--- src/rtl/alarm_pkg.sv ---
package alarm_pkg;
  typedef enum logic [1:0] {
    ADDR_STATUS = 2'd0,
    ADDR_MASK   = 2'd1,
    ADDR_KILL   = 2'd2,
    ADDR_NONE   = 2'd3
  } reg_addr_e;

  localparam int KILL_W = 2;
endpackage

--- src/rtl/alarm_capture.sv ---
module alarm_capture #(
  parameter int LANES = 4,
  localparam int NA = LANES + 3
) (
  input  logic             clk,
  input  logic             rst_n,
  input  logic             pll_locked,
  input  logic             par_single,
  input  logic [LANES-1:0] par_err,
  input  logic             clk_fault,
  input  logic             fifo_coll,
  input  logic [NA-1:0]    clr,
  output logic [NA-1:0]    status
);
  logic [NA-1:0] ev;

  assign ev[0]       = ~pll_locked;
  assign ev[LANES+1] = clk_fault;
  assign ev[LANES+2] = fifo_coll;

  for (genvar k = 0; k < LANES; k++) begin : g_lane
    if (k < 2) begin : g_used
      assign ev[1+k] = par_err[k];
    end else begin : g_word_only
      assign ev[1+k] = par_err[k] & ~par_single;
      AST_SINGLE_LANE_IDLE: assert property (@(posedge clk) disable iff (!rst_n)
        (par_single && !status[1+k]) |=> !status[1+k]);
    end
  end

  for (genvar i = 0; i < NA; i++) begin : g_bit
    always_ff @(posedge clk or negedge rst_n) begin
      if (!rst_n)     status[i] <= 1'b0;
      else if (ev[i]) status[i] <= 1'b1;
      else if (clr[i]) status[i] <= 1'b0;
    end
    AST_EVENT_WINS: assert property (@(posedge clk) disable iff (!rst_n)
      ev[i] |=> status[i]);
    AST_STICKY_HOLD: assert property (@(posedge clk) disable iff (!rst_n)
      (status[i] && !clr[i]) |=> status[i]);
  end

  AST_PLL_LEVEL: assert property (@(posedge clk) disable iff (!rst_n)
    !pll_locked |=> status[0]);
endmodule

--- src/rtl/alarm_regs.sv ---
module alarm_regs
  import alarm_pkg::*;
#(
  parameter int NA = 7
) (
  input  logic              clk,
  input  logic              rst_n,
  input  logic              reg_wr,
  input  logic [1:0]        reg_addr,
  input  logic [NA-1:0]     reg_wdata,
  input  logic [NA-1:0]     status,
  output logic [NA-1:0]     clr,
  output logic [NA-1:0]     mask,
  output logic [KILL_W-1:0] kill_en,
  output logic [NA-1:0]     reg_rdata
);
  reg_addr_e addr;
  assign addr = reg_addr_e'(reg_addr);

  assign clr = (reg_wr && addr == ADDR_STATUS) ? ~reg_wdata : '0;

  always_ff @(posedge clk or negedge rst_n) begin
    if (!rst_n) begin
      mask    <= '1;
      kill_en <= '0;
    end else if (reg_wr) begin
      if (addr == ADDR_MASK) mask <= reg_wdata;
      if (addr == ADDR_KILL) kill_en <= reg_wdata[KILL_W-1:0];
    end
  end

  always_comb begin
    reg_rdata = '0;
    case (addr)
      ADDR_STATUS: reg_rdata = status;
      ADDR_MASK:   reg_rdata = mask;
      ADDR_KILL:   reg_rdata[KILL_W-1:0] = kill_en;
      default:     reg_rdata = '0;
    endcase
  end

  AST_CLEAR_ONLY_ON_WRITE: assert property (@(posedge clk) disable iff (!rst_n)
    !reg_wr |-> (clr == '0));
endmodule

--- src/rtl/alarm_out.sv ---
module alarm_out
  import alarm_pkg::*;
#(
  parameter int NA = 7,
  parameter int CLK_IDX = 5,
  parameter int FIFO_IDX = 6
) (
  input  logic              clk,
  input  logic              rst_n,
  input  logic [NA-1:0]     status,
  input  logic [NA-1:0]     mask,
  input  logic [KILL_W-1:0] kill_en,
  input  logic              tx_en_pin,
  input  logic              tx_en_sw,
  output logic              irq,
  output logic              dac_out_en
);
  logic kill;

  always_ff @(posedge clk or negedge rst_n) begin
    if (!rst_n) irq <= 1'b0;
    else        irq <= |(status & ~mask);
  end

  assign kill       = (kill_en[0] & status[CLK_IDX]) | (kill_en[1] & status[FIFO_IDX]);
  assign dac_out_en = tx_en_pin & tx_en_sw & ~kill;

  AST_IRQ_MASKED: assert property (@(posedge clk) disable iff (!rst_n)
    $past(&mask) |-> !irq);
  AST_KILL_CLOCK: assert property (@(posedge clk) disable iff (!rst_n)
    (kill_en[0] && status[CLK_IDX]) |-> !dac_out_en);
  AST_KILL_FIFO: assert property (@(posedge clk) disable iff (!rst_n)
    (kill_en[1] && status[FIFO_IDX]) |-> !dac_out_en);
  AST_TX_GATES: assert property (@(posedge clk) disable iff (!rst_n)
    !(tx_en_pin && tx_en_sw) |-> !dac_out_en);
endmodule

--- src/rtl/alarm_guard.sv ---
module alarm_guard #(
  parameter int LANES = 4
) (
  input  logic             clk,
  input  logic             rst_n,
  input  logic             pll_locked,
  input  logic             par_single,
  input  logic [LANES-1:0] par_err,
  input  logic             clk_fault,
  input  logic             fifo_coll,
  input  logic             tx_en_pin,
  input  logic             tx_en_sw,
  input  logic             reg_wr,
  input  logic [1:0]       reg_addr,
  input  logic [LANES+2:0] reg_wdata,
  output logic [LANES+2:0] reg_rdata,
  output logic             irq,
  output logic             dac_out_en
);
  localparam int NA = LANES + 3;

  logic [NA-1:0] status, clr, mask;
  logic [alarm_pkg::KILL_W-1:0] kill_en;

  alarm_capture #(.LANES(LANES)) u_cap (
    .clk(clk), .rst_n(rst_n), .pll_locked(pll_locked), .par_single(par_single),
    .par_err(par_err), .clk_fault(clk_fault), .fifo_coll(fifo_coll),
    .clr(clr), .status(status)
  );

  alarm_regs #(.NA(NA)) u_regs (
    .clk(clk), .rst_n(rst_n), .reg_wr(reg_wr), .reg_addr(reg_addr),
    .reg_wdata(reg_wdata), .status(status), .clr(clr), .mask(mask),
    .kill_en(kill_en), .reg_rdata(reg_rdata)
  );

  alarm_out #(.NA(NA), .CLK_IDX(LANES+1), .FIFO_IDX(LANES+2)) u_out (
    .clk(clk), .rst_n(rst_n), .status(status), .mask(mask), .kill_en(kill_en),
    .tx_en_pin(tx_en_pin), .tx_en_sw(tx_en_sw), .irq(irq), .dac_out_en(dac_out_en)
  );
endmodule

--- config.mk ---
export PLATFORM = sky130hd
export DESIGN_NAME = alarm_guard
export DESIGN_NICKNAME = d
export VERILOG_FILES = /design/src/rtl/alarm_pkg.sv /design/src/rtl/alarm_capture.sv /design/src/rtl/alarm_regs.sv /design/src/rtl/alarm_out.sv /design/src/rtl/alarm_guard.sv
export SDC_FILE = /design/constraint.sdc
export NUM_CORES = 1
export LEC_CHECK = 0
export ABC_AREA = 0
export BUFFER_PORTS_ARGS = -buffer_cell sky130_fd_sc_hd__buf_2
export CAP_MARGIN = 20
export CORE_MARGIN = 4
export CORE_UTILIZATION = 50
export CTS_BUF_LIST = sky130_fd_sc_hd__clkbuf_2 sky130_fd_sc_hd__clkbuf_4 sky130_fd_sc_hd__clkbuf_8
export DETAILED_ROUTE_END_ITERATION = 16
export GPL_ROUTABILITY_DRIVEN = 0
export MAX_ROUTING_LAYER = met4
export PLACE_DENSITY = 0.9
export SLEW_MARGIN = 20
export SYNTH_ARGS = -nofsm -noshare
export SYNTH_HDL_FRONTEND = slang
export SYNTH_SLANG_ARGS = --single-unit
--- constraint.sdc ---
create_clock -name clk -period 1.6 [get_ports clk]
set_clock_uncertainty 0.2 [all_clocks]
set_input_delay 0.08 -clock clk [delete_from_list [all_inputs] [get_ports clk]]
set_output_delay 0.08 -clock clk [all_outputs]
set_load 0.03 [all_outputs]
==> impl_metrics.csv, run 1 <==
group,metric,value,unit
synthesis,synth_edf_count,0,
synthesis,synth.ff_latch_count,17,
sta,finalSetupViolations,0,
global_route,antenna_found_initial,0,
synthesis,async_reset_ff_share,100,%
placement,dp_hpwl,1470,um
synthesis,netlist_instances,76,
power,powerDensity,874,nW/um^2
clock_network,cts-buffers-inserted,3,
finish,nNetsFinal,154,
critical_path,setup.worst_path.end_class,"register",
drt,detail-route-antenna-nets,0,
die,start_util,55.4,%
critical_path,cp.required,1.60,ns
synthesis,syn_area,883,um^2
finish,syn_to_final_growth,48.6,%
global_route,grt_max_degree,18,
critical_path,critical-path-top-delay-family,"buffers and inverters",
sta,timing.fmax,628,MHz
placement,post-place-ws,0.241,ns
clock_network,post-cts-setup-buffers,0,
finish,fill_cells,84,
synthesis,yosysSeqAreaShare,49.2,%
finish,final_area,1310,um^2
min_path,hold_path.class,"primary input to asynchronous set/reset pin",
global_route,grt_util_all_layers,23.4,%
sta,tightest_slew,0.389,ns
sta,relSlewSlack,74.1,%
drt,drt_wl_total,2650,um
critical_path,slowest_delay,0.56,ns
critical_path,worstSetupPathType,"primary input to register",
die,die_w,50.0,um
die,die_area,2500,um^2
drt,drt_iter0_markers,42,
critical_path,path_buf_inv,3,
run,cap_violations,0,
drt,via_per_inst,5.45,
sta,finalHoldViolations,0,
synthesis,syn_avg_cell_area,11.6,um^2
clock_network,root_buffer,"clkbuf_4",
drt,vias,844,
sta,drv_slew,0,
sta,setup_ws,0.00699,ns
power,p_leak,0.621,nW
die,fp.dieH,50.0,um
sta,tns,0,ns
synthesis,ys_types,20,
finish,drive_gt1_share,39.7,%
sta,period_share,99.6,%
placement,placed_area,1040,um^2
outcome,status,"finished, final reports clean",
critical_path,cp.arrival,1.59,ns
critical_path,crit_path_top_delay_cell,"dlygate4sd3_1",
finish,stdcell_count,155,
clock_network,clock_latency,0.30,ns
global_route,grt_pass1_vias,892,
sta,rsz0062_at_grt,"false",
placement,dp.cells,128,
sta,holdWs,0.0249,ns
sta,finalCriticalPeriod,1.59,ns
power,total_power,1.15,mW
clock_network,cts_buffer_depth,2,
synthesis,ys.flop_type,"dfrtp_1",
critical_path,critPathLaunchType,"primary input",
die,fp.coreArea,1590,um^2
placement,portBuffers,30,
die,core.rowCount,14,
clock_network,path_clk_slew,0.10,ns
power,ir_worst_vdd,0.000740,V
finish,final_core_util,82.3,%
global_route,gr-total-overflow,0,
drt,drtPass1Iterations,4,
clock_network,clock-sinks,17,
die,io-pin-count,31,
critical_path,path_max_fanout,2,
drt,routedWlPerCell,17.1,um
drt,drc,0,
synthesis,yosysWarnings,0,
clock_network,htreeDepth,1,
clock_network,cts_tree,"done",
synthesis,synth_nets,98,
global_route,grt_pass1_wl,4240,um
critical_path,crit_chain,"dlygate4sd3_1 > buf_2 > o21ai_1 > o21ai_1 > dlygate4sd3_1",
finish,n_antenna_cell,0,
## logic make-up after synthesis
kind of cell,Yosys count,synth area share [%]
buffers and inverters,10,5.95
and+or+nand+nor,18,12.3
AOI/OAI and AO/OA,15,10.2
muxes,16,22.4
DFF,17,49.2
## cells in the final DEF (no fill, tap or decap)
master | synthesis | routed
a221oi_2 | 0 | 1
a22oi_1 | 1 | 1
nand3b_1 | 1 | 1
o2111ai_1 | 1 | 1
mux2_4 | 7 | 7
or3b_4 | 1 | 1
buf_4 | 0 | 1
buf_2 | 0 | 28
nand2_4 | 1 | 1
nand2_1 | 4 | 4
o21ai_1 | 9 | 9
nor2b_4 | 1 | 1
dfrtp_1 | 10 | 10
nand2b_1 | 5 | 5
dfstp_2 | 7 | 7
clkbuf_4 | 0 | 5
nor2_1 | 5 | 5
a222oi_1 | 1 | 1
inv_1 | 8 | 8
dlygate4sd3_1 | 0 | 23
mux2i_1 | 7 | 7
mux2_1 | 2 | 2
o21ai_0 | 2 | 2
## worst paths after layout
kind	startpoint	slack (ns)	cells past startpoint	endpoint
setup reg to reg	u_cap.status[3]	0.08	3	u_cap.status[3]
hold / removal	rst_n	0.02	2	u_cap.status[4]
hold reg to reg	u_cap.status[1]	0.39	2	u_out.irq
max in group asynchronous	rst_n	0.85	2	u_regs.mask[1]
setup / recovery	reg_wdata[3]	0.007	5	u_cap.status[3]
min in group clk	reg_wr	0.05	3	u_regs.mask[2]
## area by class of cell
class                   count  area (um^2)  area share (%)
clock buffers               4         30.0            2.29
inverters                   8         30.0            2.29
multi-input cells          49          403            30.7
flip-flops and latches     17          434            33.1
well taps                  24         30.0            2.29
repair buffers             53          385            29.4
## registers in the layout (all words and copies together), names as in the netlist
name / flops
u_regs.kill_en: 2
u_cap.status: 7
u_out.irq: 1
u_regs.mask: 7
## cell usage after synthesis (2+ instances only)
| cell type | n | area (um^2) |
|---|---|---|
| inv_1 | 8 | 30.0 |
| dfstp_2 | 7 | 184 |
| o21ai_1 | 9 | 45.0 |
| nand2b_1 | 5 | 31.3 |
| nor2_1 | 5 | 18.8 |
| mux2i_1 | 7 | 70.1 |
| buf_6 | 2 | 22.5 |
| dfrtp_1 | 10 | 250 |
| nand2_1 | 4 | 15.0 |
| mux2_4 | 7 | 105 |
| o21ai_0 | 2 | 10.0 |
| mux2_1 | 2 | 22.5 |
## routing by layer
layer  GRT usage (%)  vias up  share of wire [%]
li1                -      370                  -
met1            26.3      406                 38
met2            39.6       59                 50
met3            3.61        9                8.8
met4            12.4        0                2.9
met5               -        -                  0
## timing repair
action / CTS / global route
hold endpoints to repair: 33 / 1
setup endpoints to repair: 0 / 2
gates resized for setup: 0 / 3
hold buffers: 22 / 1
## report_power, final
part | total, mW | internal [mW] | switching, mW
Combinational | 0.324 | 0.166 | 0.157
Sequential | 0.563 | 0.508 | 0.0549
Clock | 0.260 | 0.114 | 0.146
Power figures use the tool's default switching activity.
==> run 2, diff against run 1 <==
clock period = 1.72 ns   (was 1.6 ns; I/O delays follow)
==> run 2 against run 1 <==
Sequential power fell by 8.5%. Critical path type unchanged. Core utilization fell by 1.3 points. Flip-flop and latch count did not move. Final cell count fell by 0.65%. Largest cell class unchanged. Register-to-register slack improved by 0.15 ns. Highest routed layer unchanged. Setup slack improved by 0.10 ns.
==> impl_metrics.csv, run 2 (synthesis gave the netlist of run 1 again) <==
group,metric,value,unit
outcome,status,"finished, final reports clean",
clock_network,cts-buffers-inserted,3,
die,start_util,55.4,%
drt,drt_iter0_markers,35,
finish,n_antenna_cell,0,
global_route,grt_pass1_vias,875,
placement,post-place-ws,0.325,ns
power,ir_worst_vdd,0.000562,V
power,powerDensity,803,nW/um^2
finish,syn_to_final_growth,46.2,%
power,total_power,1.04,mW
min_path,whs_path_depth,3,
critical_path,path_buf_inv,3,
die,fp.coreArea,1590,um^2
critical_path,reg2reg_depth,3,
sta,holdWs,0.0532,ns
sta,relSlewSlack,75.1,%
critical_path,r2r-end,"u_cap.status[5]",
sta,tightest_slew,0.374,ns
critical_path,crit_chain,"dlygate4sd3_1 > buf_2 > o21ai_1 > nand2b_1 > dlygate4sd3_1",
finish,layout_common_cells,"30 x buf_2, 22 x dlygate4sd3_1, 10 x dfrtp_1, 9 x o21ai_1, 8 x inv_1",
critical_path,critPathLaunchType,"primary input",
finish,stdcell_count,154,
drt,drt_wl_total,2500,um
placement,portBuffers,30,
drt,drtPass1Iterations,4,
finish,biggestRegsByFlops,"u_cap.status x7, u_regs.mask x7, u_regs.kill_en x2",
clock_network,root_buffer,"clkbuf_4",
clock_network,cts.repair.resized,0,
die,io-pin-count,31,
sta,period_share,93.7,%
global_route,grt_pass1_wl,4050,um
sta,setup_ws,0.108,ns
clock_network,ctsHoldBuffers,22,
min_path,hold_path.class,"primary input to register",
die,die_area,2500,um^2
global_route,antenna_found_initial,0,
die,core.rowCount,14,
critical_path,path_max_fanout,2,
clock_network,cts_tree,"done",
power,p_leak,0.615,nW
die,fp.dieH,50.0,um
critical_path,crit_path_top_delay_cell,"dlygate4sd3_1",
sta,timing.fmax,620,MHz
critical_path,timing.rr.start,"u_cap.status[5]",
critical_path,worstSetupPathType,"primary input to register",
clock_network,cts_buffer_depth,2,
critical_path,setup.worst_path.end_class,"register",
sta,drv_slew,0,
finish,drive_gt1_share,39.2,%
placement,dp_hpwl,1380,um
die,die_w,50.0,um
clock_network,clock_latency,0.29,ns
drt,vias,829,
min_path,hp-start,"reg_wr",
global_route,grt_max_degree,18,
sta,finalHoldViolations,0,
critical_path,cp.required,1.69,ns
clock_network,clock-sinks,17,
finish,layout_commonest_cell,"buf_2",
run,cap_violations,0,
critical_path,slowest_delay,0.55,ns
critical_path,startpoint,"reg_wdata[5]",
drt,via_per_inst,5.38,
placement,dp.cells,128,
drt,routedWlPerCell,16.2,um
drt,drc,0,
sta,rsz0062_at_grt,"false",
min_path,hold_end,"u_regs.kill_en[1]",
global_route,gr-total-overflow,0,
sta,finalSetupViolations,0,
critical_path,ff2ff_setup_slack,0.23,ns
sta,tns,0,ns
clock_network,post-cts-setup-buffers,0,
critical_path,critPathMostFrequentCell,"dlygate4sd3_1",
critical_path,cp.arrival,1.58,ns
clock_network,path_clk_slew,0.09,ns
critical_path,critical-path-top-delay-family,"buffers and inverters",
drt,detail-route-antenna-nets,0,
global_route,grt_util_all_layers,22.0,%
finish,nNetsFinal,153,
sta,finalCriticalPeriod,1.61,ns
finish,fill_cells,82,
clock_network,htreeDepth,1,
## run 2: area by class of cell
cell class                      instances  area, um^2  share of cell area [%]
Tap cell                               24        30.0                    2.33
Multi-Input combinational cell         49         397                    30.7
Sequential cell                        17         434                    33.6
Clock buffer                            4        30.0                    2.33
Timing Repair Buffer                   52         370                    28.7
Inverter                                8        30.0                    2.33
## run 2: how the worst max path moves through the flow
stage,slack [ns],endpoint,cells past startpoint
2_1_floorplan,0.21,dac_out_en,1
3_3_place_gp,0.39,u_out.irq,3
3_5_place_dp,0.32,u_out.irq,3
4_1_cts,0.17,u_cap.status[0],5
5_1_grt,0.05,reg_rdata[3],3
6_report,0.11,u_cap.status[5],5
## run 2: worst reg2reg max path, delay by kind of cell, from the launching register on
| kind | cells | cell delay, ns |
|---|---|---|
| AO/OA/AOI/OAI | 1 | 0.12 |
| buffers and inverters | 1 | 0.55 |
| AND/OR/NAND/NOR | 1 | 0.08 |
| flip-flops | 1 | 0.43 |
## run 2: stage by stage
| stage | area (um^2) | utilization (%) |
|---|---|---|
| 2_1_floorplan | 883 | - |
| 3_3_place_gp | 1040 | 65.3 |
| 3_5_place_dp | 1040 | 65.3 |
| 4_1_cts | 1290 | 81.0 |
| 5_1_grt | 1290 | 81.0 |
| 6_report | 1290 | 81.0 |
## run 2: routing by layer
metal  vias to the layer above  part of all wire [%]  wire length, um  track usage [%]
li1                        370                     -                -                -
met2                        53                    51             1280             38.7
met5                         -                     0                0                -
met3                        13                   7.7              193             3.31
met1                       393                    37              935             24.4
met4                         0                   3.5               88             9.68
## run 2: power breakdown
group / leakage [nW] / total [mW] / internal [mW] / switching [mW]
sequential: 0.171 / 0.515 / 0.473 / 0.0425
clock: 0.0184 / 0.228 / 0.106 / 0.122
combinational: 0.425 / 0.294 / 0.151 / 0.143
